File: src/rtl/spi_read_align_pkg.sv
package spi_read_align_pkg;

    // Phase of the current transaction, derived from the bit position.
    typedef enum logic [1:0] {
        PH_OPCODE = 2'd0,
        PH_ADDR   = 2'd1,
        PH_DATA   = 2'd2
    } xfer_phase_e;

    // Position record carried from the bit tracker to the other stages.
    typedef struct packed {
        logic        active;  // CS_n low
        logic        rise;    // rising SCK edge seen this clock
        xfer_phase_e phase;
    } xfer_pos_t;

    // Phase for a bit position, given the opcode and address lengths.
    function automatic xfer_phase_e phase_of(input int unsigned pos,
                                             input int unsigned opc_bits,
                                             input int unsigned addr_bits);
        if (pos < opc_bits)
            return PH_OPCODE;
        else if (pos < opc_bits + addr_bits)
            return PH_ADDR;
        else
            return PH_DATA;
    endfunction

    // True when the position lies in the low address bits that are forced to zero.
    function automatic logic in_clear_window(input int unsigned pos,
                                             input int unsigned opc_bits,
                                             input int unsigned addr_bits,
                                             input int unsigned clr_bits);
        return (clr_bits != 0) &&
               (pos >= opc_bits + addr_bits - clr_bits) &&
               (pos <  opc_bits + addr_bits);
    endfunction

endpackage

File: src/rtl/spi_read_align_edge.sv
module spi_read_align_edge (
    input  logic clk,
    input  logic rst,
    input  logic sck,
    input  logic cs_n,
    output logic sck_rise,
    output logic active
);
    logic sck_q;

    always_ff @(posedge clk) begin
        if (rst)
            sck_q <= 1'b0;
        else
            sck_q <= sck;
    end

    // A rising edge counts only while the device is selected.
    assign sck_rise = sck & ~sck_q & ~cs_n;
    assign active   = ~cs_n;
endmodule

File: src/rtl/spi_read_align_bitpos.sv
module spi_read_align_bitpos
    import spi_read_align_pkg::*;
#(
    parameter int unsigned OPC_BITS  = 8,
    parameter int unsigned ADDR_BITS = 16,
    parameter int unsigned CNT_W     = 5
) (
    input  logic             clk,
    input  logic             rst,
    input  logic             cs_n,
    input  logic             sck_rise,
    output logic [CNT_W-1:0] bit_cnt,
    output xfer_pos_t        pos
);
    localparam int unsigned LIMIT = OPC_BITS + ADDR_BITS;
    localparam logic [CNT_W-1:0] LIMIT_C = CNT_W'(LIMIT);

    always_ff @(posedge clk) begin
        if (rst || cs_n)
            bit_cnt <= '0;
        else if (sck_rise && bit_cnt != LIMIT_C)
            bit_cnt <= bit_cnt + 1'b1;
    end

    always_comb begin
        pos.active = ~cs_n;
        pos.rise   = sck_rise;
        pos.phase  = phase_of(int'(bit_cnt), OPC_BITS, ADDR_BITS);
    end
endmodule

File: src/rtl/spi_read_align_opdec.sv
module spi_read_align_opdec
    import spi_read_align_pkg::*;
#(
    parameter int unsigned         OPC_BITS = 8,
    parameter logic [OPC_BITS-1:0] READ_OPC = 8'h03
) (
    input  logic      clk,
    input  logic      rst,
    input  logic      cs_n,
    input  logic      mosi_raw,
    input  xfer_pos_t pos,
    output logic      is_read
);
    logic [OPC_BITS-1:0] opc_sr;

    // The opcode is gathered from the host's unaltered line, MSB first.
    always_ff @(posedge clk) begin
        if (rst || cs_n)
            opc_sr <= '0;
        else if (pos.rise && pos.phase == PH_OPCODE)
            opc_sr <= {opc_sr[OPC_BITS-2:0], mosi_raw};
    end

    assign is_read = pos.active && (pos.phase != PH_OPCODE) && (opc_sr == READ_OPC);
endmodule

File: src/rtl/spi_read_align_mux.sv
module spi_read_align_mux
    import spi_read_align_pkg::*;
#(
    parameter int unsigned OPC_BITS  = 8,
    parameter int unsigned ADDR_BITS = 16,
    parameter int unsigned CLR_BITS  = 2,
    parameter int unsigned CNT_W     = 5
) (
    input  logic             mosi_in,
    input  logic             is_read,
    input  logic [CNT_W-1:0] bit_cnt,
    output logic             mosi_out
);
    logic force_zero;

    generate
        if (CLR_BITS == 0) begin : g_no_clear
            assign force_zero = 1'b0;
        end else begin : g_clear
            assign force_zero = is_read &&
                in_clear_window(int'(bit_cnt), OPC_BITS, ADDR_BITS, CLR_BITS);
        end
    endgenerate

    assign mosi_out = force_zero ? 1'b0 : mosi_in;
endmodule

File: src/rtl/spi_read_align_top.sv
module spi_read_align_top
    import spi_read_align_pkg::*;
#(
    parameter int unsigned         OPC_BITS  = 8,
    parameter int unsigned         ADDR_BITS = 16,
    parameter int unsigned         CLR_BITS  = 2,
    parameter logic [OPC_BITS-1:0] READ_OPC  = 8'h03
) (
    input  logic clk,
    input  logic rst,
    input  logic host_sck,
    input  logic host_cs_n,
    input  logic host_mosi,
    output logic host_miso,
    output logic flash_sck,
    output logic flash_cs_n,
    output logic flash_mosi,
    input  logic flash_miso
);
    localparam int unsigned CNT_W = $clog2(OPC_BITS + ADDR_BITS + 1);

    logic             sck_rise;
    logic             active;
    logic [CNT_W-1:0] bit_cnt;
    xfer_pos_t        pos;
    logic             is_read;

    assign flash_sck  = host_sck;
    assign flash_cs_n = host_cs_n;
    assign host_miso  = flash_miso;

    spi_read_align_edge edge_i (
        .clk      (clk),
        .rst      (rst),
        .sck      (host_sck),
        .cs_n     (host_cs_n),
        .sck_rise (sck_rise),
        .active   (active)
    );

    spi_read_align_bitpos #(
        .OPC_BITS  (OPC_BITS),
        .ADDR_BITS (ADDR_BITS),
        .CNT_W     (CNT_W)
    ) bitpos_i (
        .clk      (clk),
        .rst      (rst),
        .cs_n     (~active),
        .sck_rise (sck_rise),
        .bit_cnt  (bit_cnt),
        .pos      (pos)
    );

    spi_read_align_opdec #(
        .OPC_BITS (OPC_BITS),
        .READ_OPC (READ_OPC)
    ) opdec_i (
        .clk      (clk),
        .rst      (rst),
        .cs_n     (host_cs_n),
        .mosi_raw (host_mosi),
        .pos      (pos),
        .is_read  (is_read)
    );

    spi_read_align_mux #(
        .OPC_BITS  (OPC_BITS),
        .ADDR_BITS (ADDR_BITS),
        .CLR_BITS  (CLR_BITS),
        .CNT_W     (CNT_W)
    ) mux_i (
        .mosi_in  (host_mosi),
        .is_read  (is_read),
        .bit_cnt  (bit_cnt),
        .mosi_out (flash_mosi)
    );
endmodule

File: config.mk
export PLATFORM = sky130hd
export DESIGN_NAME = spi_read_align_top
export DESIGN_NICKNAME = d
export VERILOG_FILES = /design/src/rtl/spi_read_align_pkg.sv /design/src/rtl/spi_read_align_edge.sv /design/src/rtl/spi_read_align_bitpos.sv /design/src/rtl/spi_read_align_opdec.sv /design/src/rtl/spi_read_align_mux.sv /design/src/rtl/spi_read_align_top.sv
export SDC_FILE = /design/constraint.sdc
export NUM_CORES = 1
export LEC_CHECK = 0
export BUFFER_PORTS_ARGS = -buffer_cell sky130_fd_sc_hd__buf_2
export CAP_MARGIN = 5
export CORE_AREA = 3 3 40 42
export DETAILED_ROUTE_END_ITERATION = 8
export DIE_AREA = 0 0 43 45
export GPL_TIMING_DRIVEN = 1
export PLACE_DENSITY = 0.71
export SYNTH_ARGS = -nofsm -noshare
export SYNTH_HDL_FRONTEND = slang
export SYNTH_SLANG_ARGS = --single-unit
File: constraint.sdc
create_clock -name clk -period 1.7 [get_ports clk]
set_input_delay 0.255 -clock clk [delete_from_list [all_inputs] [get_ports clk]]
set_output_delay 0.255 -clock clk [all_outputs]
set_load 0.05 [all_outputs]
Word level (Yosys, flattened, before mapping)
Index checks and enable logic that the tools add are counted.
{"block": "word_totals", "register_bits": 14, "latchBits": 0, "ram_bits": 0, "romBits": 0, "inputBits": 6, "output_inout_bits": 4, "word_cells": 25, "memories": 0}
{"block": "op_classes", "addsub": 1, "n_mul": 0, "div": 0, "n_lt_le_gt_ge": 3, "eq_ne": 2, "shift": 0, "muxes": 3, "bitwise_logic": 4, "n_reduce_logical": 9}
{"cell": "$eq A8 B2 Y1 const B", "count": 1}
{"cell": "$logic_and A1 B1 Y1", "count": 6}
{"cell": "$add A5 B1 Y5 const B", "count": 1}
{"cell": "$ge A5 B5 Y1 const B", "count": 1}
{"cell": "$lt A5 B4 Y1 const B", "count": 1}
{"cell": "$lt A5 B5 Y1 const B", "count": 1}
{"cell": "$ne A5 B5 Y1 const B", "count": 1}
{"cell": "$mux W2", "count": 2}
{"cell": "$and A1 B1 Y1", "count": 2}
{"cell": "$logic_not A2 Y1", "count": 1}
{"cell": "$not A1 Y1", "count": 2}
{"cell": "$reduce_bool A2 Y1", "count": 1}
{"cell": "$logic_or A1 B1 Y1", "count": 1}
{"cell": "$mux W1", "count": 1}

Logic depth before layout (Yosys ltp)
{"block": "depth", "depth_word": 8, "depth_mapped": 4, "ltp_nobuf": 4}

Cells and area by module
A second synthesis with hierarchy kept.
{"block": "unflattened", "cells_unflattened": 74, "hier_area_um2": 743.2}
{"mod": "spi_read_align_opdec", "n_inst": 1, "cells_each": 32, "area_per_inst_um2": 362.8, "seq_area_each_um2": 160.2}
{"mod": "spi_read_align_bitpos", "n_inst": 1, "cells_each": 32, "area_per_inst_um2": 290.3, "seq_area_each_um2": 100.1}
{"mod": "spi_read_align_edge", "n_inst": 1, "cells_each": 4, "area_per_inst_um2": 42.5, "seq_area_each_um2": 20.0}
{"mod": "spi_read_align_top", "n_inst": 1, "cells_each": 4, "area_per_inst_um2": 26.3, "seq_area_each_um2": 0.0}
{"mod": "spi_read_align_mux", "n_inst": 1, "cells_each": 2, "area_per_inst_um2": 21.3, "seq_area_each_um2": 0.0}

Worst setup path before layout
OpenSTA, ideal clock, no wires.
{"block": "synth_timing", "path_kind": "register -> output", "start": "reg bitpos_i.bit_cnt[0]", "end": "out flash_mosi", "t_arrival_ns": 1.157, "required_ns": 1.445, "setup_slack_ns": 0.288, "stages_incl_launch_ff": 5, "path_buffers": 0, "path_cell_list": "dfxtp_1 > inv_1 > ha_1 > o21ai_0 > o21a_1"}
{"block": "synth_between", "elab_chain_len": 8}
{"item": "start, declared", "line": "spi_read_align_bitpos.sv:12", "rtl": "output logic [CNT_W-1:0] bit_cnt,"}
{"item": "start signal, assigned", "line": "spi_read_align_bitpos.sv:22", "rtl": "bit_cnt <= bit_cnt + 1'b1;"}
{"item": "$lt A5 B5 Y1", "line": "spi_read_align_pkg.sv:23, spi_read_align_pkg.sv:36"}
{"item": "$mux W2", "line": "spi_read_align_pkg.sv:23", "rtl": "else if (pos < opc_bits + addr_bits)"}
{"item": "$mux W2", "line": "spi_read_align_pkg.sv:21", "rtl": "if (pos < opc_bits)"}
{"item": "$reduce_bool A2 Y1", "line": "spi_read_align_opdec.sv:24", "rtl": "assign is_read = pos.active && (pos.phase != PH_OPCODE) && (opc_sr == READ_OPC);"}
{"item": "$logic_and A1 B1 Y1 (2 in series)", "line": "spi_read_align_opdec.sv:24"}
{"item": "$logic_and A1 B1 Y1 (*)", "line": "spi_read_align_mux.sv:20", "rtl": "assign force_zero = is_read &&"}
{"item": "$mux W1 (*)", "line": "spi_read_align_mux.sv:25", "rtl": "assign mosi_out = force_zero ? 1'b0 : mosi_in;"}
{"item": "end, declared", "line": "spi_read_align_top.sv:17", "rtl": "output logic flash_mosi,"}
Mark *: on every way between the ends. The rest lies on a longest branch, timed or not.

Worst setup path in the final report
{"block": "layout_timing", "start": "reg opdec_i.opc_sr[6]", "end": "out flash_mosi"}
{"block": "layout_between", "elab_chain_len": 4}
{"item": "start, declared", "line": "spi_read_align_opdec.sv:14", "rtl": "logic [OPC_BITS-1:0] opc_sr;"}
{"item": "start signal, assigned", "line": "spi_read_align_opdec.sv:21", "rtl": "opc_sr <= {opc_sr[OPC_BITS-2:0], mosi_raw};"}
{"item": "$eq A8 B2 Y1", "line": "spi_read_align_opdec.sv:24"}
{"item": "$logic_and A1 B1 Y1", "line": "spi_read_align_opdec.sv:24"}
{"item": "$logic_and A1 B1 Y1", "line": "spi_read_align_mux.sv:20"}
{"item": "$mux W1", "line": "spi_read_align_mux.sv:25"}
Every way passes these cells.

==> metrics <==
Startpoint Class flip-flop; nets 88; worst r2r src edge_i.sck_q$_SDFF_PP0_; Synth warnings 0; Hold Buf Count CTS 0; initial antenna violation count 0; largest net degree at the start of global routing 13; Congestion Overflow GR 0; Die H 45 um; outcome complete, no violations; Worst Setup End Kind output port; drt total wl 1.24 mm; CTS tree built; boundary pin count 10; count of cell types in the netlist 23; Core Rows 13; Mapped Cells 70; worst r2r dst opdec_i.opc_sr[6]$_SDFFE_PP0P_; ratio of cells with drive above 1 in the final layout 27.8%; Placer Congestion 0.842; achievable frequency 619 MHz; Total Routing Usage GR 16.1%; MaxCap Viol Count 0; Worst Skew 0.00115 ns; number of global-route vias before repair 510; Critical Path RT 1.44 ns; fin crit share 95.0%; average wire per standard cell 13.1 um; Worst-Skew Late Latency 0.28 ns; Setup-failing EPs final 0; synthesized net count 78; synthesized area 666 um^2; Detail Route Antenna Nets 0; Via density 5.54; Worst Max-Slew Pin Slew 0.450 ns; setup TNS 0 ns; detailed-route via count 521; crit path DAT 1.36 ns; unrepaired setup endpoints after global routing false; Peak VDD IR 481 uV; area grow syn2layout 17.1%; diode count 0; Worst R2R Setup Slack 0.24 ns; LEAKAGE 0.285 nW; headroom to the max-slew limit 69.7%; sequential element share of the synthesized area 42.1%; HP Class in -> reg; Die Wd 43 um; most common library cell in the layout ignoring fill and taps dfxtp_1; CTS max path bufs 2; Hold Vio Cnt, Final 0; clock-pin transition on the worst setup and hold timing paths 0.08 ns; WHS Endpoint edge_i.sck_q$_SDFF_PP0_; worst hold path depth 2; Mapped Avg Cell Area 9.51 um^2; Inserted Clock Buffers 3; commonest cells after routing, fill and taps aside 11 x dfxtp_1, 10 x nand2_1, 8 x mux2i_1; DR pass1 iterations 4; Core ar. 1280 um^2; Slew Viols, Final 0; Post-DP HPWL 918 um; first-pass GRT wire length 2.25 mm; min Tclk post-route 1.61 ns; power density over the cells 806 nW/um^2; min-delay src rst; Filler cells 116; die area 1940 um^2; htree depth 1; Post-route DRC 0; Port Buffer Count 7; FF+latch count, synth 14; Initial DRC Count 10; crit-path max FO 2; type of the worst setup path reg -> out; Num Clock Sinks 14; Finished Core Util 60.7%; r2r worst-path depth 3; initial core utilization 51.8%; clk root buf clkbuf_4
-- sequential cells by signal, indices dropped and copies added, names as in the netlist --
signal,cells
edge_i.sck_q,1
opdec_i.opc_sr,8
bitpos_i.bit_cnt,5
-- worst max path at each step --
stage                                           startpoint                             end  slack (ns)  depth (start not counted)
after floorplan           bitpos_i.bit_cnt[0]$_SDFFE_PP0P_                      flash_mosi        0.29                          4
after global placement                           host_cs_n  opdec_i.opc_sr[4]$_SDFFE_PP0P_        0.17                          4
after detailed placement                         host_cs_n  opdec_i.opc_sr[6]$_SDFFE_PP0P_        0.12                          4
after CTS                   opdec_i.opc_sr[4]$_SDFFE_PP0P_                      flash_mosi       0.009                          4
after global routing      bitpos_i.bit_cnt[3]$_SDFFE_PP0P_                      flash_mosi        0.02                          4
final                       opdec_i.opc_sr[6]$_SDFFE_PP0P_                      flash_mosi        0.09                          4
-- worst max-delay path, cell delays in order, from the launching register on --
cell and delay [ns]:
dfxtp_2 0.34, nor4b_4 0.28, nand4_1 0.11, o21a_1 0.19, buf_6 0.15
-- synthesized netlist by cell type --
| cell | n | share of area [%] |
|---|---|---|
| nor2b_1 | 1 | 0.94 |
| nand2_1 | 10 | 5.6 |
| nor4b_1 | 2 | 2.6 |
| nand3b_1 | 2 | 2.3 |
| or3b_1 | 1 | 1.3 |
| nor3_4 | 1 | 2.4 |
| or3_4 | 1 | 1.7 |
| ha_1 | 2 | 3.8 |
| nor2_1 | 2 | 1.1 |
| nor4_1 | 1 | 0.94 |
| o41ai_1 | 1 | 1.3 |
| nand4_1 | 1 | 0.94 |
| mux2i_1 | 8 | 12 |
| or3_1 | 4 | 3.8 |
| o21a_1 | 1 | 1.1 |
| nand3_1 | 4 | 3.0 |
| or2_2 | 1 | 0.94 |
| buf_6 | 1 | 1.7 |
| dfxtp_1 | 14 | 42 |
| o21ai_0 | 5 | 3.8 |
| a21oi_1 | 2 | 1.5 |
| buf_4 | 4 | 4.5 |
| inv_1 | 1 | 0.56 |
-- layout make-up --
cell class / count / area, um^2 / share of cell area (%)
clock buffer: 4 / 36.3 / 4.65
inverter: 1 / 3.75 / 0.482
multi-input combinational: 50 / 370 / 47.5
sequential: 14 / 287 / 36.8
tap: 15 / 18.8 / 2.41
timing repair buffer: 10 / 63.8 / 8.19
-- stage by stage --
| step | total power [mW] | setup slack, ns | hold WS [ns] | std cells | instance area, um^2 |
|---|---|---|---|---|---|
| 5_1_grt | 0.657 | 0.0195 | 0.160 | 94 | 779 |
| 6_report | 0.628 | 0.0851 | 0.142 | 94 | 779 |
| 3_3_place_gp | 0.391 | 0.175 | 0.443 | 90 | 701 |
| 2_1_floorplan | 0.390 | 0.288 | 0.327 | 70 | 666 |
| 3_5_place_dp | 0.392 | 0.117 | 0.446 | 90 | 701 |
| 4_1_cts | 0.637 | 0.00882 | 0.134 | 94 | 754 |
-- power breakdown --
part	switching [mW]	total (mW)	internal [mW]	leakage (nW)
clock	0.112	0.242	0.131	0.0210
sequential	0.00215	0.331	0.329	0.115
combinational	0.0348	0.0547	0.0200	0.149
-- kinds of logic (layout without fill, tap and decap cells) --
group / count (synthesis) / count (layout) / share of synthesized area, %
flops: 14 / 14 / 42.1
simple gates: 31 / 31 / 27.6
buf+inv: 6 / 15 / 6.77
fa+ha+maj: 2 / 2 / 3.76
mux: 8 / 8 / 12.0
compound gates: 9 / 9 / 7.71
-- timing repair --
| item | CTS | global route |
|---|---|---|
| gates resized for setup | 5 | 6 |
| pin swaps | 0 | 3 |
| hold endpoints to repair | 0 | 0 |
| buffers inserted | 0 | 0 |
| endpoints found under the setup margin | 1 | 1 |
-- layer usage --
layer | track usage (%) | vias to the layer above | part of all wire, %
li1 | - | 270 | -
met1 | 20.6 | 232 | 47
met2 | 24.3 | 14 | 46
met3 | 2.39 | 5 | 4.0
met4 | 12.7 | 0 | 3.4
met5 | 0 | - | 0
Power figures use the tool's default switching activity.
